File: config.mk
export PLATFORM = sky130hd
export DESIGN_NAME = gpio_edge_ctrl
export DESIGN_NICKNAME = d
export VERILOG_FILES = /design/src/rtl/gpio_edge_pkg.sv /design/src/rtl/gpio_sync_chain.sv /design/src/rtl/gpio_edge_sense.sv /design/src/rtl/gpio_edge_ctrl.sv
export SDC_FILE = /design/constraint.sdc
export NUM_CORES = 1
export LEC_CHECK = 0
export BUFFER_PORTS_ARGS = -buffer_cell sky130_fd_sc_hd__clkbuf_2
export CORE_MARGIN = 3
export CORE_UTILIZATION = 48
export DETAILED_ROUTE_END_ITERATION = 6
export GPL_ROUTABILITY_DRIVEN = 0
export PLACE_DENSITY = 0.76
export SKIP_LAST_GASP = 1
export SLEW_MARGIN = 10
export SYNTH_ARGS = -nofsm -noshare
export SYNTH_HDL_FRONTEND = slang
export SYNTH_SLANG_ARGS = --single-unit
File: constraint.sdc
create_clock -name clk -period 1.35 [get_ports clk]
set_input_delay 0.2025 -clock clk [delete_from_list [all_inputs] [get_ports clk]]
set_output_delay 0.2025 -clock clk [all_outputs]
set_load 0.02 [all_outputs]
File: src/rtl/gpio_edge_pkg.sv
package gpio_edge_pkg;

    localparam int MAX_PINS = 32;

    typedef logic [MAX_PINS-1:0] pinword_t;

    // word index = byte address / 4; order fixed by the register map
    typedef enum logic [2:0] {
        IDX_ENABLE = 3'd0,
        IDX_DIR    = 3'd1,
        IDX_LEVEL  = 3'd2,
        IDX_RISE   = 3'd3,
        IDX_FALL   = 3'd4,
        IDX_STATUS = 3'd5
    } reg_idx_e;

    localparam int NUM_REGS = 6;

    typedef struct packed {
        pinword_t en;
        pinword_t dir;
        pinword_t lvl;
        pinword_t rise;
        pinword_t fall;
        pinword_t status;
        pinword_t rdata;
    } ctrl_state_t;

    function automatic pinword_t pin_mask(int n);
        pinword_t m;
        m = '0;
        for (int i = 0; i < MAX_PINS; i++) begin
            if (i < n) m[i] = 1'b1;
        end
        return m;
    endfunction

endpackage

File: src/rtl/gpio_sync_chain.sv
module gpio_sync_chain #(
    parameter int W      = 8,
    parameter int STAGES = 2
) (
    input  logic         clk,
    input  logic         rst_n,
    input  logic [W-1:0] din,
    output logic [W-1:0] dout
);

    logic [W-1:0] st_d [STAGES];
    logic [W-1:0] st_q [STAGES];

    always_comb begin
        st_d[0] = din;
        for (int s = 1; s < STAGES; s++) begin
            st_d[s] = st_q[s-1];
        end
    end

    always_ff @(posedge clk or negedge rst_n) begin
        if (!rst_n) begin
            for (int s = 0; s < STAGES; s++) begin
                st_q[s] <= '0;
            end
        end else begin
            st_q <= st_d;
        end
    end

    assign dout = st_q[STAGES-1];

endmodule

File: src/rtl/gpio_edge_sense.sv
module gpio_edge_sense #(
    parameter int W = 8
) (
    input  logic         clk,
    input  logic         rst_n,
    input  logic [W-1:0] cur,
    input  logic [W-1:0] arm_rise,
    input  logic [W-1:0] arm_fall,
    output logic [W-1:0] rise_hit,
    output logic [W-1:0] fall_hit,
    output logic [W-1:0] evt
);

    logic [W-1:0] prev_d, prev_q;

    always_comb begin
        prev_d = cur;
    end

    always_ff @(posedge clk or negedge rst_n) begin
        if (!rst_n) prev_q <= '0;
        else        prev_q <= prev_d;
    end

    for (genvar i = 0; i < W; i++) begin : g_pin
        assign rise_hit[i] = arm_rise[i] &  cur[i] & ~prev_q[i];
        assign fall_hit[i] = arm_fall[i] & ~cur[i] &  prev_q[i];
        assign evt[i]      = rise_hit[i] | fall_hit[i];
    end

    // a rising hit only where the sampled value went 0 -> 1
    p_rise_cause_r4: assert property (@(posedge clk) disable iff (!rst_n)
        (rise_hit & ~(cur & ~$past(cur))) == '0);

    // a falling hit only where the sampled value went 1 -> 0
    p_fall_cause_r5: assert property (@(posedge clk) disable iff (!rst_n)
        (fall_hit & ~(~cur & $past(cur))) == '0);

    // no event on a pin whose value did not change
    p_edge_only_r6: assert property (@(posedge clk) disable iff (!rst_n)
        (evt & ~(cur ^ $past(cur))) == '0);

endmodule

File: src/rtl/gpio_edge_ctrl.sv
module gpio_edge_ctrl
    import gpio_edge_pkg::*;
#(
    parameter int NUM_PINS    = 8,
    parameter int ADDR_W      = 5,
    parameter int SYNC_STAGES = 2
) (
    input  logic                clk,
    input  logic                rst_n,
    input  logic                bus_sel,
    input  logic                bus_wr,
    input  logic [ADDR_W-1:0]   bus_addr,
    input  logic [31:0]         bus_wdata,
    output logic [31:0]         bus_rdata,
    input  logic [NUM_PINS-1:0] pad_in,
    output logic [NUM_PINS-1:0] pad_out,
    output logic [NUM_PINS-1:0] pad_oe,
    output logic                irq
);

    localparam pinword_t   MASK     = pin_mask(NUM_PINS);
    localparam int         IDX_W    = ADDR_W - 2;

    ctrl_state_t state_d, state_q;

    logic [NUM_PINS-1:0] sync_vec;
    logic [NUM_PINS-1:0] arm_rise, arm_fall;
    logic [NUM_PINS-1:0] rise_hit, fall_hit, evt_vec;
    pinword_t            evt_w, clr_vec, stat_q, level_view;
    logic                hit_ok;
    logic [IDX_W-1:0]    word_idx;

    gpio_sync_chain #(.W(NUM_PINS), .STAGES(SYNC_STAGES)) u_sync (
        .clk  (clk),
        .rst_n(rst_n),
        .din  (pad_in),
        .dout (sync_vec)
    );

    // sensing needs enable=1 and direction=1 (input)
    for (genvar i = 0; i < NUM_PINS; i++) begin : g_arm
        assign arm_rise[i] = state_q.en[i] & state_q.dir[i] & state_q.rise[i];
        assign arm_fall[i] = state_q.en[i] & state_q.dir[i] & state_q.fall[i];
        assign pad_oe[i]   = state_q.en[i] & ~state_q.dir[i];
        assign pad_out[i]  = pad_oe[i] & state_q.lvl[i];
    end

    gpio_edge_sense #(.W(NUM_PINS)) u_edge (
        .clk     (clk),
        .rst_n   (rst_n),
        .cur     (sync_vec),
        .arm_rise(arm_rise),
        .arm_fall(arm_fall),
        .rise_hit(rise_hit),
        .fall_hit(fall_hit),
        .evt     (evt_vec)
    );

    always_comb begin
        evt_w = '0;
        evt_w[NUM_PINS-1:0] = evt_vec;
    end

    always_comb begin
        pinword_t sync_w;
        sync_w = '0;
        sync_w[NUM_PINS-1:0] = sync_vec;
        level_view = (state_q.en & state_q.dir & sync_w)
                   | (state_q.en & ~state_q.dir & state_q.lvl);
    end

    assign word_idx = bus_addr[ADDR_W-1:2];
    assign hit_ok   = (bus_addr[1:0] == 2'b00) && (int'(word_idx) < NUM_REGS);

    always_comb begin
        pinword_t rd_mux;
        state_d = state_q;
        clr_vec = '0;
        rd_mux  = '0;

        if (hit_ok) begin
            case (reg_idx_e'(word_idx[2:0]))
                IDX_ENABLE: rd_mux = state_q.en;
                IDX_DIR:    rd_mux = state_q.dir;
                IDX_LEVEL:  rd_mux = level_view;
                IDX_RISE:   rd_mux = state_q.rise;
                IDX_FALL:   rd_mux = state_q.fall;
                IDX_STATUS: rd_mux = state_q.status;
                default:    rd_mux = '0;
            endcase
        end

        if (bus_sel && bus_wr && hit_ok) begin
            case (reg_idx_e'(word_idx[2:0]))
                IDX_ENABLE: state_d.en   = bus_wdata & MASK;
                IDX_DIR:    state_d.dir  = bus_wdata & MASK;
                IDX_LEVEL:  state_d.lvl  = bus_wdata & MASK;
                IDX_RISE:   state_d.rise = bus_wdata & MASK;
                IDX_FALL:   state_d.fall = bus_wdata & MASK;
                IDX_STATUS: clr_vec      = bus_wdata & MASK;
                default:    clr_vec      = '0;
            endcase
        end

        // a capture in the same cycle as its clear wins
        state_d.status = (state_q.status & ~clr_vec) | evt_w;

        if (bus_sel && !bus_wr) begin
            state_d.rdata = rd_mux & MASK;
        end
    end

    always_ff @(posedge clk or negedge rst_n) begin
        if (!rst_n) state_q <= '0;
        else        state_q <= state_d;
    end

    assign stat_q    = state_q.status;
    assign bus_rdata = state_q.rdata;
    assign irq       = |state_q.status;

    // a set status bit stays set unless a clear named it
    p_sticky_r7: assert property (@(posedge clk) disable iff (!rst_n)
        (($past(stat_q) & ~$past(clr_vec)) & ~stat_q) == '0);

    // every event lands in status on the next edge, clear or not
    p_capture_wins_r8: assert property (@(posedge clk) disable iff (!rst_n)
        ($past(evt_w) & ~stat_q) == '0);

    // the interrupt can only rise after an event was captured
    p_irq_cause_r9: assert property (@(posedge clk) disable iff (!rst_n)
        $rose(irq) |-> ($past(evt_w) != '0));

    // a driven pad never coincides with a sensed pin
    p_oe_excl_r3: assert property (@(posedge clk) disable iff (!rst_n)
        (pad_oe & (arm_rise | arm_fall)) == '0);

endmodule

**Yosys cells after proc, flatten, opt, wreduce, memory -nomap -nowiden**

Cells that the tools add are included.

- Register bits after elaboration: 104
- Input bits: 49
- Output and inout bits: 49
- Word-level logic and storage cells: 146

- Magnitude comparators: 1
- Eq/ne operators: 5
- Muxes and demuxes: 4
- Bitwise gates (word level): 113
- Reduce and logical (&&, ||, !) cells: 13

Operator list:

| kind | count |
|---|---|
| $and 1x1->1 | 72 |
| $pmux 8 s6 | 1 |
| $and 32x32->32 | 1 |
| $and 8x8->8 | 4 |
| $not 32->32 | 1 |
| $or 32x8->32 | 1 |
| $reduce_or 32->1 | 1 |
| $mux 8 | 3 |
| $not 1->1 | 24 |
| $reduce_and 2->1 | 5 |
| $not 8->8 | 1 |
| $or 1x1->1 | 8 |
| $or 8x8->8 | 1 |
| $eq 3x2->1 const B | 2 |
| $eq 3x3->1 const B | 2 |
| $logic_and 1x1->1 | 4 |
| $eq 3x1->1 const B | 1 |
| $logic_not 3->1 | 1 |
| $lt 3x3->1 const B | 1 |
| $logic_not 2->1 | 1 |
| $logic_not 1->1 | 1 |

**Logic depth before layout (Yosys ltp)**

- Depth after elaboration: 7
- Mapped depth: 6
- Mapped depth without buffers: 4

**Hierarchy**

A second synthesis with hierarchy kept.

- Cell total of the unflattened synthesis: 338
- Area total of the unflattened synthesis: 3,907.5 µm²

Modules (own cells, without submodules):

| module | instances | cells an instance | area each (µm²) | seq. area each (µm²) |
|---|---|---|---|---|
| gpio_edge_ctrl | 1 | 274 | 3,136.8 | 1,401.3 |
| gpio_sync_chain | 1 | 16 | 400.4 | 400.4 |
| gpio_edge_sense | 1 | 48 | 370.4 | 200.2 |

**Least setup slack after synthesis**

OpenSTA, ideal clock, no wires.

- Path kind: input to register
- From: in bus_addr[0]
- To: reg state_q[192] in the netlist's numbering
- Setup time: 125 ps
- Data arrival time: 1,254 ps
- Required time: 1,225 ps
- Setup slack: -28 ps
- Stages on the path: 4
- Path buffers: 0
- Cells stage by stage: and4bb_2 nand2_2 nor3_4 mux2_2

- Word-level cells in the longest chain between the ends: 4

Ends and longest elaborated chain:

| item | line | text |
|---|---|---|
| from (decl) | gpio_edge_ctrl.sv:12 | `input logic [ADDR_W-1:0] bus_addr,` |
| $logic_not 2->1 | gpio_edge_ctrl.sv:73 | `assign hit_ok = (bus_addr[1:0] == 2'b00) && (int'(word_idx) < NUM_REGS);` |
| $logic_and 1x1->1 | gpio_edge_ctrl.sv:73 |  |
| $logic_and 1x1->1 | gpio_edge_ctrl.sv:93 | `if (bus_sel && bus_wr && hit_ok) begin` |
| $reduce_and 2->1 (no source line) | - |  |
| to (signal assigned) | gpio_edge_ctrl.sv:115 | `else state_q <= state_d;` |
| to (decl) | gpio_edge_ctrl.sv:24 | `ctrl_state_t state_d, state_q;` |

No other way between the ends.
A chain may end at the register's enable or synchronous reset.

**Worst setup path after layout**

- From: reg state_q (netlist bit stat_q[7])
- To: out irq

- Word-level cells in the longest chain between the ends: 1

Ends and longest elaborated chain:

| item | line | text |
|---|---|---|
| $reduce_or 32->1 | gpio_edge_ctrl.sv:120 | `assign irq = \|state_q.status;` |
| to (decl) | gpio_edge_ctrl.sv:18 | `output logic irq` |

No other way between the ends.

==> metrics.md <==
| Metric | Value |
|---|---|
| Status | finished, violations left |
| Failing checks | setup timing |
| Comb pwr share | 22.4% |
| Tightest Pin Transition | 0.885 ns |
| Die area | 0.00898 mm² |
| Headroom to the max-slew limit | 40.5% |
| Unrepaired setup endpoints after global routing | yes |
| Post-DR wirelength/cell | 16.9 µm |
| Count of clock tree sinks | 80 |
| CTS tree | yes |
| Number of core rows | 31 |
| Worst-Skew Late Latency | 0.36 ns |
| Final core occ | 68.4% |
| Commonest non-fill, non-tap cell in the layout | dfrtp_1 |
| First-pass GRT wire length | 14100 µm |
| Layout cell share with drive strength beyond 1 | 51.6% |
| Top FF cell, synth | dfrtp_1 |
| P_int | 4050 µW |
| Routed via count | 2825 |
| Max cap viols | 0 |
| Number of synthesized register bits | 80 |
| Clock slew seen by the registers of the worst setup and hold paths | 0.09 ns |
| Placed cells | 483 |
| Worst Hold Class | in -> reg |
| Crit path max fanout | 2 |
| Finish-stage setup viols | 17 |
| Area after DPL | 0.00434 mm² |
| Post-Layout Inst Area | 0.00509 mm² |
| Clk buf depth | 2 |
| Vias in the first global route | 2868 |
| NetSw | 1660 µW |
| Clk root buf | clkbuf_8 |
| Clock buffer count from CTS | 9 |
| Die height | 94.8 µm |
| Max Clk Rate | 625 MHz |
| DRC violations left | 0 |
| Post-synthesis sequential area ratio | 52.9% |
| Dominant cells by area after synthesis | dfrtp_1 53%, mux2_2 15%, buf_4 6.3%, a32o_1 3.4%, nand2_1 2.1% |
| Final worst path period share | 118% |
| CP Class | reg -> out |
| Total global routing overflow | 0 |
| Power Dens Cells | 1120 mW/mm² |
| Fill cells | 537 |
| Leak | 0.00241 µW |
| Synth top area share | 52.9% |
| Final slew viol count | 0 |
| Drt via density | 5.36 |
| Largest net degree at the start of global routing | 81 |
| Largest area contributor in the netlist | dfrtp_1 |
| Die Width | 94.8 µm |
| Ports | 98 |
| Final Hold Viols | 0 |
| Sequential share of power | 49.2% |
| Final WL | 8900 µm |
| Total iterations of the first detailed-routing run | 5 |
| FFs w/ async S/R, synth | 100% |
| Final min period | 1.60 ns |
| Worst Clk Skew | 0.0130 ns |
| Post-synthesis cell count | 303 |
| H-tree depth | 3 |
| Place WS | -0.302 ns |
| CP required | 1.15 ns |
| Residual antenna-violating net count after detailed routing | 0 |
| Setup WS post-layout | -0.249 ns |
| Synth unique cells | 43 |
| Cell Count, Final, Fillers Out | 527 |
| CP Capture Type | output port |
| N_diodes | 0 |
| Mapped Avg Cell Area | 12.5 µm² |
| Sw frac | 29.1% |
| EDFF count, synth | 0 |
| Initial core utilization | 50.8% |
| Net count, final | 472 |
| Starting DRT DRC Count | 248 |
| Core Region | 0.00745 mm² |
| Worst setup SP type | register |
| Port Buf Inserts | 49 |
| Worst VDD drop | 0.000758 V |
| Synth warn | 0 |
| Clock share of power | 28.4% |
| Area grow syn2layout | 34.6% |
| Syn Std Cell Area | 0.00378 mm² |
| Commonest non-fill, non-tap cells in the layout | 80 x dfrtp_1, 56 x buf_4, 45 x mux2_2, 31 x clkbuf_2, 24 x conb_1 |
| Dpl hpwl | 5990 µm |
| Initial antenna violation count | 0 |
| Tot GR Track Use | 20.9% |
| CP Data Arrival Time | 1.40 ns |
synth_stat cells, drive strengths merged (3+ instances only):
master and count:
mux2 52, a21oi 7, nand3b 7, nor2b 13, buf 43, mux2i 4, nor2 3, a221o 5
a22oi 5, a32o 13, o21ai 10, nand4 4, nand2 22, dfrtp 80, and2 8, and3 3
cell type report:
type | instances | area, µm² | area share, %
flip-flops and latches | 80 | 2000 | 39.3
clock buffers | 10 | 138 | 2.70
well taps | 99 | 124 | 2.43
multi-input cells | 202 | 1700 | 33.3
repair buffers | 129 | 1080 | 21.3
inverters | 1 | 3.75 | 0.0737
clock inverters | 6 | 43.8 | 0.860
path summary, 6_finish.rpt:
path,startpoint,endpoint,slack [ns],cells past startpoint
max,stat_q[7],irq,-0.25,3
min,bus_wdata[1],state_q[65],0.16,2
max reg2reg,state_q[163],bus_rdata[3],-0.14,4
min reg2reg,u_sync.st_d[6],u_sync.dout[6],0.35,0
max in group asynchronous,rst_n,state_q[166],0.62,3
min in group asynchronous,rst_n,state_q[165],0.41,3
repair_timing:
item / 4_1_cts / 5_1_grt
resized for setup: 58 / 42
endpoints found under the setup margin: 22 / 27
gates cloned: 0 / 0
pin swaps: 11 / 10
setup buffers: 16 / 4
hold buffers: 9 / 0
hold endpoints to repair: 88 / 0
logic make-up (layout without fill, tap and decap cells):
family | Yosys count | count (layout) | synth area share (%)
other cells | 1 | 24 | 0.0991
buf+inv | 44 | 146 | 8.73
compound gates | 50 | 50 | 10.2
simple gates | 72 | 72 | 11.5
flops | 80 | 80 | 52.9
mux | 56 | 56 | 16.5
metrics by stage:
stage               power [µW]  setup TNS [ns]  hold slack, ns
detailed placement        3760           -8.98           0.259
finish                    5710           -1.74           0.162
floorplan                 3430          -0.227         -0.0931
global placement          3730           -7.66           0.260
CTS                       5620           -1.59           0.146
global route              5970           -2.68           0.161
metal layers:
layer | vias up | GRT usage (%) | share of wire [%] | wire length (µm)
met1 | 1390 | 27.7 | 43 | 3820
met3 | 21 | 3.82 | 6.0 | 538
li1 | 1293 | - | - | -
met2 | 121 | 32.9 | 48 | 4310
met5 | - | 0 | 0 | 0
met4 | 0 | 10.5 | 2.6 | 228
critical path, stage by stage, from the launching register on:
cell	delay [ns]
dfrtp_1	0.42
nor4_4	0.32
nand2_1	0.11
clkbuf_4	0.18
state kept, by name, summed over array words and instances, names as in the netlist:
signal         count
state_q           40
bus_rdata          8
stat_q             8
u_edge.prev_q      8
u_sync.dout        8
u_sync.st_d        8
power by group through the flow:
stage / logic (µW) / registers (µW) / clock network [µW]
6_report: 1280 / 2810 / 1620
5_1_grt: 1380 / 2840 / 1760
4_1_cts: 1170 / 2800 / 1650
3_5_place_dp: 907 / 2850 / 0
3_3_place_gp: 881 / 2840 / 0
2_1_floorplan: 629 / 2800 / 0
(Power assumes the default switching activity.)
